**src/rtl/l2h_pkg.sv**
```systemverilog
// Package l2h_pkg
// Purpose: shared sizes and the per-slice rotation table for the bucket hash.
// Assumes: slices are numbered from the least significant end of the seed.
package l2h_pkg;

    localparam int unsigned HASH_W = 11;

    // Number of low bits moved to the top of slice idx in the rotating fold (0 = none).
    function automatic int unsigned rot_low_bits(input int unsigned idx);
        case (idx)
            1:       return 5;
            3:       return 6;
            4:       return 7;
            default: return 0;
        endcase
    endfunction

endpackage

```
**src/rtl/l2h_slicer.sv**
```systemverilog
// Module l2h_slicer
// Purpose: cuts a zero-padded seed into NUM_SLICES fields of SLICE_W bits.
// Assumes: SEED_W <= NUM_SLICES*SLICE_W; bits above SEED_W read as zero.
module l2h_slicer #(
    parameter int unsigned SEED_W     = 64,
    parameter int unsigned SLICE_W    = 11,
    parameter int unsigned NUM_SLICES = 6
) (
    input  logic [SEED_W-1:0]                  seed,
    output logic [NUM_SLICES-1:0][SLICE_W-1:0] slices
);

    localparam int unsigned PAD_W = NUM_SLICES * SLICE_W;

    logic [PAD_W-1:0] padded;

    // Zero-extend the seed so that the top slice is filled with zeros.
    always_comb begin
        padded = '0;
        padded[SEED_W-1:0] = seed;
    end

    // One field per slice position.
    for (genvar i = 0; i < NUM_SLICES; i++) begin : g_slice
        assign slices[i] = padded[i*SLICE_W +: SLICE_W];
    end

endmodule

```
**src/rtl/l2h_rotator.sv**
```systemverilog
// Module l2h_rotator
// Purpose: when alt is set, moves the LOW_BITS least significant bits of a
//          slice to its top; otherwise passes the slice through.
// Assumes: 0 < LOW_BITS < WIDTH.
module l2h_rotator #(
    parameter int unsigned WIDTH    = 11,
    parameter int unsigned LOW_BITS = 5
) (
    input  logic             alt,
    input  logic [WIDTH-1:0] din,
    output logic [WIDTH-1:0] dout
);

    logic [WIDTH-1:0] rotated;

    // Rotated form of the slice.
    assign rotated = {din[LOW_BITS-1:0], din[WIDTH-1:LOW_BITS]};

    // Select rotated or plain slice.
    assign dout = alt ? rotated : din;

    // A rotation moves bits and never creates or drops any.
    always_comb begin
        assert_rot_popcount_R4: assert ($countones(dout) == $countones(din));
    end

endmodule

```
**src/rtl/l2h_fold.sv**
```systemverilog
// Module l2h_fold
// Purpose: XOR-reduces NUM_SLICES fields of WIDTH bits into one field.
// Assumes: any rotations are applied to the fields before they arrive.
module l2h_fold #(
    parameter int unsigned WIDTH      = 11,
    parameter int unsigned NUM_SLICES = 6
) (
    input  logic [NUM_SLICES-1:0][WIDTH-1:0] fields,
    output logic [WIDTH-1:0]                 folded
);

    // Accumulate the XOR of every field.
    always_comb begin
        folded = '0;
        for (int i = 0; i < NUM_SLICES; i++) begin
            folded = folded ^ fields[i];
        end
    end

endmodule

```
**src/rtl/l2_bucket_hash.sv**
```systemverilog
// Module l2_bucket_hash
// Purpose: forms the seed {MAC, FID}, slices it, optionally rotates three
//          slices, XOR-folds them and registers the bucket index.
// Assumes: inputs settle before the rising edge; the mode bit applies to the
//          key presented in the same cycle. Latency is one clock.
module l2_bucket_hash #(
    parameter int unsigned FID_W  = 12,
    parameter int unsigned MAC_W  = 48,
    parameter int unsigned SEED_W = 64
) (
    input  logic                     clk,
    input  logic                     rst_n,
    input  logic                     in_valid,
    input  logic [FID_W-1:0]         in_fid,
    input  logic [MAC_W-1:0]         in_mac,
    input  logic                     in_alt_mode,
    output logic                     out_valid,
    output logic [l2h_pkg::HASH_W-1:0] out_hash
);

    import l2h_pkg::*;

    localparam int unsigned KEY_W      = FID_W + MAC_W;
    localparam int unsigned NUM_SLICES = (SEED_W + HASH_W - 1) / HASH_W;

    logic [SEED_W-1:0]                 seed;
    logic [NUM_SLICES-1:0][HASH_W-1:0] raw_slices;
    logic [NUM_SLICES-1:0][HASH_W-1:0] mixed_slices;
    logic [HASH_W-1:0]                 hash_next;

    // Build the seed: identifier low, address above it, zeros on top.
    always_comb begin
        seed = '0;
        seed[KEY_W-1:0] = {in_mac, in_fid};
    end

    l2h_slicer #(
        .SEED_W    (SEED_W),
        .SLICE_W   (HASH_W),
        .NUM_SLICES(NUM_SLICES)
    ) u_slicer (
        .seed  (seed),
        .slices(raw_slices)
    );

    // Rotate the slices the rotating fold names; pass the rest through.
    for (genvar i = 0; i < NUM_SLICES; i++) begin : g_mix
        if (rot_low_bits(i) == 0) begin : g_plain
            assign mixed_slices[i] = raw_slices[i];
        end else begin : g_rot
            l2h_rotator #(
                .WIDTH   (HASH_W),
                .LOW_BITS(rot_low_bits(i))
            ) u_rot (
                .alt (in_alt_mode),
                .din (raw_slices[i]),
                .dout(mixed_slices[i])
            );
        end
    end

    l2h_fold #(
        .WIDTH     (HASH_W),
        .NUM_SLICES(NUM_SLICES)
    ) u_fold (
        .fields(mixed_slices),
        .folded(hash_next)
    );

    // Output strobe register.
    always_ff @(posedge clk) begin
        if (!rst_n) out_valid <= 1'b0;
        else        out_valid <= in_valid;
    end

    // Output hash register, loaded only with a valid key.
    always_ff @(posedge clk) begin
        if (!rst_n)        out_hash <= '0;
        else if (in_valid) out_hash <= hash_next;
    end

    // Reset clears both outputs.
    assert_reset_clear_R1: assert property (@(posedge clk)
        !rst_n |=> (!out_valid && out_hash == '0));

    // A valid key yields a valid hash one cycle later.
    assert_valid_rise_R2: assert property (@(posedge clk) disable iff (!rst_n)
        in_valid |=> out_valid);

    // No key means no hash strobe one cycle later.
    assert_valid_idle_R2: assert property (@(posedge clk) disable iff (!rst_n)
        !in_valid |=> !out_valid);

    // An idle cycle leaves the hash unchanged.
    assert_hash_hold_R6: assert property (@(posedge clk) disable iff (!rst_n)
        !in_valid |=> $stable(out_hash));

endmodule

```
**config.mk**
```make
export PLATFORM = sky130hd
export DESIGN_NAME = l2_bucket_hash
export DESIGN_NICKNAME = d
export VERILOG_FILES = /design/src/rtl/l2h_pkg.sv /design/src/rtl/l2h_slicer.sv /design/src/rtl/l2h_rotator.sv /design/src/rtl/l2h_fold.sv /design/src/rtl/l2_bucket_hash.sv
export SDC_FILE = /design/constraint.sdc
export NUM_CORES = 1
export LEC_CHECK = 0
export ABC_AREA = 1
export BUFFER_PORTS_ARGS = -buffer_cell sky130_fd_sc_hd__buf_2
export CORE_AREA = 2 2 73 75
export CTS_CLUSTER_DIAMETER = 60
export DETAILED_ROUTE_END_ITERATION = 8
export DIE_AREA = 0 0 75 77
export PLACE_DENSITY_LB_ADDON = 0.1
export SLEW_MARGIN = 20
export SYNTH_ARGS = -nofsm -noshare
export SYNTH_HDL_FRONTEND = slang
export SYNTH_HIERARCHICAL = 1
export SYNTH_SLANG_ARGS = --single-unit
export TNS_END_PERCENT = 20
```
**constraint.sdc**
```tcl
create_clock -name clk -period 1.3 [get_ports clk]
set_input_delay 0.13 -clock clk [delete_from_list [all_inputs] [get_ports clk]]
set_output_delay 0.13 -clock clk [all_outputs]
set_load 0.01 [all_outputs]
```
==> results of run 1 <==
==> through the flow <==
stage | setup TNS, ns | setup WS, ns | power (mW) | cell area, um2 | instances
finish | 0 | 0.116 | 1.68 | 2660 | 608
global route | -0.00737 | -0.00697 | 1.88 | 2660 | 608
CTS | 0 | 0.0646 | 1.69 | 2600 | 604
detailed placement | -1.48 | -0.184 | 1.35 | 2560 | 601
global placement | -1.06 | -0.146 | 1.33 | 2560 | 601
floorplan | 0 | 0.290 | 1.24 | 2640 | 527
==> where the power goes <==
part	internal, mW	switching [mW]
Clock	0.203	0.124
Sequential	0.405	0.0170
Combinational	0.382	0.552
Total	0.991	0.692
==> flip-flops by register name, indices dropped and copies added, names as in the netlist <==
register   flops
out_hash      11
out_valid      1
==> layer usage <==
metal / routed length, um / up-vias
li1: - / 1475
met1: 2670 / 1146
met2: 2690 / 52
met3: 275 / 4
met4: 27 / 0
met5: 0 / -
==> layout by cell type (no fill, tap or decap) <==
master and count:
sky130_fd_sc_hd__buf_12 1, sky130_fd_sc_hd__buf_2 75, sky130_fd_sc_hd__buf_4 4, sky130_fd_sc_hd__buf_6 1, sky130_fd_sc_hd__buf_8 1, sky130_fd_sc_hd__clkbuf_8 3
sky130_fd_sc_hd__clkinvlp_2 1, sky130_fd_sc_hd__clkinvlp_4 2, sky130_fd_sc_hd__conb_1 6, sky130_fd_sc_hd__dfxtp_1 12, sky130_fd_sc_hd__inv_1 66, sky130_fd_sc_hd__inv_2 2
sky130_fd_sc_hd__nand2_1 273, sky130_fd_sc_hd__nand2_2 3, sky130_fd_sc_hd__nand3_1 22, sky130_fd_sc_hd__nor2_1 33, sky130_fd_sc_hd__nor2_2 11, sky130_fd_sc_hd__xnor2_1 11
sky130_fd_sc_hd__xor2_1 11
==> path summary, 6_finish.rpt <==
| path | cells after the start | endpoint |
|---|---|---|
| max | 16 | out_hash[1] |
| max reg2reg | 2 | out_hash[8] |
| min | 3 | out_hash[6] |
| min reg2reg | 2 | out_hash[1] |
==> cell families after synthesis <==
| family | count (synthesis) |
|---|---|
| flops | 12 |
| simple gates | 342 |
| xor+xnor | 22 |
| other cells | 2 |
| buf+inv | 145 |
==> worst max-delay path, stage by stage <==
cell	delay, ns
sky130_fd_sc_hd__buf_8	0.11
sky130_fd_sc_hd__clkinvlp_4	0.10
sky130_fd_sc_hd__buf_6	0.14
sky130_fd_sc_hd__buf_4	0.12
sky130_fd_sc_hd__nand2_1	0.06
sky130_fd_sc_hd__nand2_2	0.07
sky130_fd_sc_hd__nand2_2	0.07
sky130_fd_sc_hd__inv_1	0.04
sky130_fd_sc_hd__nor2_2	0.12
sky130_fd_sc_hd__nand2_1	0.06
sky130_fd_sc_hd__nand3_1	0.06
sky130_fd_sc_hd__nand2_1	0.05
sky130_fd_sc_hd__inv_1	0.04
sky130_fd_sc_hd__nand2_1	0.04
sky130_fd_sc_hd__nand2_1	0.06
sky130_fd_sc_hd__nor2_1	0.04
==> repair_timing <==
action / 4_1_cts / 5_1_grt
buffers inserted: 0 / 3
endpoints found under the setup margin: 0 / 11
gates resized for setup: 0 / 10
hold buffers: 0 / 0
==> cell type report <==
class / count / area, um2 / area share
Inverter: 70 / 270 / 0.102
Tap cell: 70 / 87.6 / 0.0330
Timing Repair inverter: 1 / 5.00 / 0.00188
Sequential cell: 12 / 240 / 0.0904
Multi-Input combinational cell: 370 / 1560 / 0.588
Timing Repair Buffer: 82 / 452 / 0.170
Clock buffer: 3 / 41.3 / 0.0155
==> impl_metrics.yaml, run 1 <==
status:
  outcome: "finished clean"
setup_path:
  timing.critical_path.arrival_ns: 1.31
  worstPathMaxFanout: 7
  worst_ep_required_time_ns: 1.43
  start_kind: "primary input"
  regToRegSetupSlack_ns: 0.74
  r2r_start: "out_hash[8]"
  end_kind: "flip-flop"
  criticalPathCategory: "in2reg"
  cp-startpoint: "in_alt_mode"
synth:
  synth-xor-area-share: 0.0735
  synth-main-ff-cell: "sky130_fd_sc_hd__dfxtp_1"
  synth_top_family_by_area: "simple AND/OR/NAND/NOR gates"
  netlist.area_leader.share: 0.395
  synth.lib_cells_used.distinct: 13
  syn-mean-instance-area_um2: 5.01
  synth-seq-area-share: 0.0916
  synth_largest_area_cell: "sky130_fd_sc_hd__nand2_1"
  yosys.area_share.adder: 0
  yosys.cell_count.top_type: "sky130_fd_sc_hd__nand2_1"
  muxShareOfSynthArea: 0
  synth_seq_cells: 12
  mappedNetlistArea_um2: 2620
  fraction_of_registers_with_async_set_reset: 0
  postSynthCellCount: 523
  synth.top_cells.by_area: "sky130_fd_sc_hd__nand2_1, sky130_fd_sc_hd__buf_4, sky130_fd_sc_hd__inv_1, sky130_fd_sc_hd__dfxtp_1, sky130_fd_sc_hd__nor2_1"
  synthSimpleGateAreaFrac: 0.511
  yosysWarningCount: 6
  synth_enable_flop_cells: 0
  post_synth_most_frequent_cells: "sky130_fd_sc_hd__nand2_1, sky130_fd_sc_hd__buf_4, sky130_fd_sc_hd__inv_1, sky130_fd_sc_hd__nor2_1, sky130_fd_sc_hd__nand3_1"
  synth-compound-area-share: 0
clocking:
  cts_tree: "built"
  clock_sinks: 12
  clock-root-buffer: "sky130_fd_sc_hd__clkbuf_8"
  htree_num_levels: 1
  ctsLongestPathBuffers: 2
  tritoncts.num_buffers: 3
  clk_latency_ns: 0.23
  clk_transition_reported_paths_ns: 0.05
floorplanning:
  die_width_um: 75
  dieArea_um2: 5780
  num_rows: 26
  initial_core_util: 0.527
  die_height_um: 77
  i_o_pin_cnt: 76
  floorplan.core_area_um2: 4980
placement:
  gp_congestion: 0.803
  dpl.hpwl_um: 4820
  portBuffers: 75
global_routing:
  number_of_global_route_vias_before_repair: 2480
  globalRouteOverflowTotal: 0
  grt.met2_usage: 0.378
  antenna_found_initial: 0
  grt.met3_usage: 0.0381
  grt_usage: 0.210
  use_met1: 0.259
  grt_pass1_wl_um: 9800
  grt_most_used_layer: "met2"
  grt_max_degree: 24
finish:
  fillCellCount: 582
  fraction_of_layout_instances_using_a_drive_strength_above_1: 0.193
  synthToLayoutAreaGrowth_pct: 1.38
  layout.core_utilization: 0.534
  num-nets-final: 604
  number_of_inserted_diodes: 0
timing:
  fmax_mhz: 844
  post-route-min-period_ns: 1.18
  count_of_final_setup_violators: 0
  hold_ws_ns: 0.243
  finClkSkew_ns: 0
  timing.final.max_slew_violations: 0
  grt_setup_unrepaired: "true"
  hold_viol_final: 0
  min_period_over_period: 0.911
detailed_routing:
  drt-vias-per-instance: 4.40
  detail_route.wirelength_um: 5670
  drt-initial-drc-count: 130
  wl_per_cell_um: 9.32
  ant_nets: 0
  post-route-drc-count: 0
  drt_pre_antenna_iters: 4
  route.vias.total: 2677
power_and_ir_drop:
  power-per-cell-area_nw_per_um2: 633
  irDropWorstVdd_mv: 0.375
  p_leak_nw: 1.82
flow_run:
  max-cap-violations: 0
min_path:
  hold_start: "rst_n"
  worst_hold_path_type: "in2reg"
Power figures use the tool's default switching activity.
==> inputs of run 2 (changes only) <==
CORE_AREA = 2 2 71 73   (was 2 2 73 75)
DIE_AREA = 0 0 73 75   (was 0 0 75 77)
clock period = 1.4 ns   (was 1.3 ns; I/O delays follow)
==> impl_metrics.yaml, run 2 (synthesis results as in run 1) <==
status:
  outcome: "finished clean"
finish:
  number_of_inserted_diodes: 0
  layout_commonest_cell: "sky130_fd_sc_hd__nand2_1"
  num-nets-final: 599
  finalInstanceArea_um2: 2570
  final_cell_mix: "sky130_fd_sc_hd__nand2_1, sky130_fd_sc_hd__buf_2, sky130_fd_sc_hd__inv_1"
  fraction_of_layout_instances_using_a_drive_strength_above_1: 0.178
  layout.core_utilization: 0.551
  regMostFlops: "out_hash"
  largest_registers: "out_hash: 11 flops, out_valid: 1 flops"
  post_layout_nonfiller_instances: 587
  fillCellCount: 530
  largest_reg_flops: 11
  synthToLayoutAreaGrowth_pct: -2.05
detailed_routing:
  post-route-drc-count: 0
  drt_pre_antenna_iters: 5
  ant_nets: 0
  wl_per_cell_um: 9.40
  drt-initial-drc-count: 75
  detail_route.wirelength_um: 5520
  drt-vias-per-instance: 4.51
  route.vias.total: 2646
floorplanning:
  die_height_um: 75
  initial_core_util: 0.562
  num_rows: 25
  dieArea_um2: 5480
  die_width_um: 73
  floorplan.core_area_um2: 4660
  i_o_pin_cnt: 76
setup_path:
  cp-startpoint: "in_alt_mode"
  criticalPathCategory: "in2reg"
  end_kind: "flip-flop"
  worst_ep_required_time_ns: 1.54
  crit_top_cell: "sky130_fd_sc_hd__nand2_1"
  regToRegSetupSlack_ns: 0.81
  r2r_start: "out_hash[4]"
  r2r_end: "out_hash[4]"
  chain_of_cells_forming_the_critical_path: "buf_2 > inv_1 > nand2_1 > nand2_1 > nor2_1 > nor2_2 > nand2_1 > nand3_1 > nand2_1 > inv_1 > nand2_1 > nand2_1 > nor2_1"
  start_kind: "primary input"
  worstPathMaxFanout: 11
  timing.critical_path.arrival_ns: 1.33
  reg2reg_depth: 2
  critical-path-slowest-cell: "sky130_fd_sc_hd__inv_1"
  critPathMaxStageDelay_ns: 0.25
clocking:
  clk_transition_reported_paths_ns: 0.05
  ctsLongestPathBuffers: 2
  clk_latency_ns: 0.24
  cts_setup_buffers: 0
  tritoncts.num_buffers: 3
  clock-root-buffer: "sky130_fd_sc_hd__clkbuf_8"
  htree_num_levels: 1
  cts_tree: "built"
  clock_sinks: 12
placement:
  placement.cell_area_um2: 2520
  gp_congestion: 0.827
  dpl.hpwl_um: 4760
  portBuffers: 75
  placed_cell_count: 584
timing:
  fmax_mhz: 836
  grt_setup_unrepaired: "false"
  hold_ws_ns: 0.258
  min_period_over_period: 0.854
  count_of_final_setup_violators: 0
  finClkSkew_ns: 0
  timing.final.max_slew_violations: 0
  hold_viol_final: 0
  post-route-min-period_ns: 1.20
global_routing:
  grt_max_degree: 24
  antenna_found_initial: 0
  number_of_global_route_vias_before_repair: 2312
  grt_usage: 0.210
  globalRouteOverflowTotal: 0
  grt_pass1_wl_um: 9050
power_and_ir_drop:
  power-per-cell-area_nw_per_um2: 603
  irDropWorstVdd_mv: 0.258
  fin_total_pwr_mw: 1.55
  p_leak_nw: 1.79
min_path:
  worst_hold_path_type: "in2reg"
  hold_depth: 3
  hold_start: "rst_n"
  worstHoldEndpoint: "out_hash[9]"
flow_run:
  max-cap-violations: 0
[run 2: worst max-delay path, delay by kind of cell]
kind | cells | cell delay [ns]
buf+inv | 3 | 0.43
simple gates | 10 | 0.75
[run 2: repair_timing]
item	CTS	global route
resized for setup	0	1
hold buffers	0	0
endpoints found under the setup margin	0	1
[run 2: how the worst max path moves through the flow]
stage	cells after the start	endpoint
after floorplan	14	out_hash[9]
after global placement	14	out_hash[7]
after detailed placement	14	out_hash[5]
after CTS	14	out_hash[5]
after global routing	14	out_hash[10]
final	13	out_hash[6]
[run 2: routing by layer]
layer | vias to the layer above | global-route usage | wire (um)
li1 | 1468 | - | -
met1 | 1108 | 0.245 | 2560
met2 | 62 | 0.402 | 2630
met3 | 8 | 0.0187 | 231
met4 | 0 | 0.0638 | 99
met5 | - | 0 | 0
[run 2: layout make-up]
cell class / instances / area, um2 / area share
timing repair buffer: 78 / 398 / 0.155
inverter: 70 / 267 / 0.104
multi-input combinational: 370 / 1550 / 0.605
tap: 54 / 67.6 / 0.0263
clock buffer: 3 / 41.3 / 0.0161
sequential: 12 / 240 / 0.0936
[run 2: where the power goes]
| group | internal, mW | switching [mW] |
|---|---|---|
| clock network | 0.190 | 0.125 |
| registers | 0.376 | 0.0200 |
| logic | 0.339 | 0.499 |
| total | 0.904 | 0.644 |
[run 2: through the flow]
stage | worst slack, ns | TNS (ns)
after floorplan | 0.380 | 0
after global placement | -0.0272 | -0.0502
after detailed placement | -0.0382 | -0.210
after CTS | 0.206 | 0
after global routing | 0.0110 | 0
final | 0.204 | 0
==> inputs of run 3 (changes only) <==
==> constraint.sdc (replaced) <==
create_clock -name clk -period 1.4 [get_ports clk]
set_input_delay 0 -clock clk [delete_from_list [all_inputs] [get_ports clk]]
set_output_delay 0 -clock clk [all_outputs]
set_load 0.01 [all_outputs]
==> impl_metrics.yaml, run 3 (synthesis results as in run 1) <==
status:
  outcome: "finished clean"
global_routing:
  grt_usage: 0.217
  number_of_global_route_vias_before_repair: 2341
  grt_pass1_wl_um: 9470
  grt_max_degree: 24
  globalRouteOverflowTotal: 0
  antenna_found_initial: 0
timing:
  post-route-min-period_ns: 1.04
  hold_viol_final: 0
  post-route-worst-setup-slack_ns: 0.356
  timing.final.max_slew_violations: 0
  fin_tns_setup_ns: 0
  count_of_final_setup_violators: 0
  finClkSkew_ns: 0
  grt_setup_unrepaired: "false"
  fmax_mhz: 958
  hold_ws_ns: 0.102
  min_period_over_period: 0.745
detailed_routing:
  route.vias.total: 2612
  drt-vias-per-instance: 4.45
  drt-initial-drc-count: 74
  post-route-drc-count: 0
  drt_pre_antenna_iters: 4
  ant_nets: 0
  wl_per_cell_um: 9.31
  detail_route.wirelength_um: 5470
power_and_ir_drop:
  irDropWorstVdd_mv: 0.225
  fin_total_pwr_mw: 1.61
  power-per-cell-area_nw_per_um2: 628
  p_leak_nw: 1.80
finish:
  num-nets-final: 598
  largest_reg_flops: 11
  post_layout_nonfiller_instances: 587
  fillCellCount: 518
  ff_latch_area_um2: 240
  number_of_inserted_diodes: 0
  layout_commonest_cell: "sky130_fd_sc_hd__nand2_1"
  fraction_of_layout_instances_using_a_drive_strength_above_1: 0.176
  regMostFlops: "out_hash"
  multi_input_area_um2: 1550
  final_cell_mix: "sky130_fd_sc_hd__nand2_1, sky130_fd_sc_hd__buf_2, sky130_fd_sc_hd__inv_1"
  synthToLayoutAreaGrowth_pct: -1.96
  largest_registers: "out_hash: 11 flops, out_valid: 1 flops"
placement:
  portBuffers: 75
  placed_cell_count: 583
  dpl.hpwl_um: 4640
  gp_congestion: 0.834
  placement.setup.worst_slack_ns: 0.117
clocking:
  clk_transition_reported_paths_ns: 0.06
  htree_num_levels: 1
  post_cts_hold_buffer_count: 0
  clock-root-buffer: "sky130_fd_sc_hd__clkbuf_8"
  clk_latency_ns: 0.25
  ctsLongestPathBuffers: 2
  cts_tree: "built"
  post_cts_resized: 0
  tritoncts.num_buffers: 3
  cts_setup_buffers: 0
  clock_sinks: 12
floorplanning:
  dieArea_um2: 5480
  initial_core_util: 0.562
  floorplan.core_area_um2: 4660
  die_height_um: 75
  i_o_pin_cnt: 76
  num_rows: 25
  die_width_um: 73
setup_path:
  crit_top_cell: "sky130_fd_sc_hd__nand2_1"
  worst_ep_required_time_ns: 1.54
  crit_cells: 13
  chain_of_cells_forming_the_critical_path: "buf_2 > inv_1 > nand2_1 > nand2_1 > nand2_1 > nand2_1 > nand2_1 > nand3_1 > nand2_1 > inv_1 > nand2_1 > nand2_1 > nor2_1"
  critPathMaxStageDelay_ns: 0.26
  worstPathMaxFanout: 11
  cpLargestDelayFamily: "simple AND/OR/NAND/NOR gates"
  criticalPathCategory: "in2reg"
  critical_path_buf_inv_count: 3
  critical-path-slowest-cell: "sky130_fd_sc_hd__inv_1"
  reg2reg_depth: 2
  end_kind: "flip-flop"
  start_kind: "primary input"
  timing.critical_path.arrival_ns: 1.18
flow_run:
  max-cap-violations: 0
min_path:
  hold_depth: 3
  worst_hold_path_type: "in2reg"
-- run 3: through the flow --
stage / instance area, um2 / utilization
floorplan: 2640 / -
global placement: 2510 / 0.540
detailed placement: 2510 / 0.540
CTS: 2570 / 0.551
global route: 2570 / 0.551
finish: 2570 / 0.551
-- run 3: where the power goes --
part	leakage, nW	switching, mW	internal, mW	total (mW)
clock	0.0288	0.138	0.249	0.387
combinational	1.67	0.496	0.336	0.832
sequential	0.0999	0.0195	0.376	0.395
-- run 3: per-layer routing --
metal	vias up	part of all wire	GRT usage
met4	0	0.0082	0.0370
met3	4	0.042	0.0308
met5	-	0	0
li1	1465	-	-
met2	56	0.49	0.416
met1	1087	0.46	0.259
-- run 3: final timing paths --
| check | from | to | slack, ns |
|---|---|---|---|
| worst max-delay path | in_alt_mode | out_hash[7] | 0.36 |
| worst min-delay path | rst_n | out_hash[0] | 0.10 |
| worst max register to register | out_hash[8] | out_hash[8] | 0.82 |
| worst min register to register | out_hash[1] | out_hash[1] | 0.46 |
-- run 3: worst min-delay path: cells and delay by family --
family	cells	cell delay, ns
buf+inv	1	0.19
simple gates	2	0.12
-- run 3: final cells by class --
cell class | instances | area share
multi-input cells | 370 | 0.605
repair buffers | 77 | 0.152
inverters | 70 | 0.102
flip-flops and latches | 12 | 0.0935
well taps | 54 | 0.0263
clock buffers | 4 | 0.0214
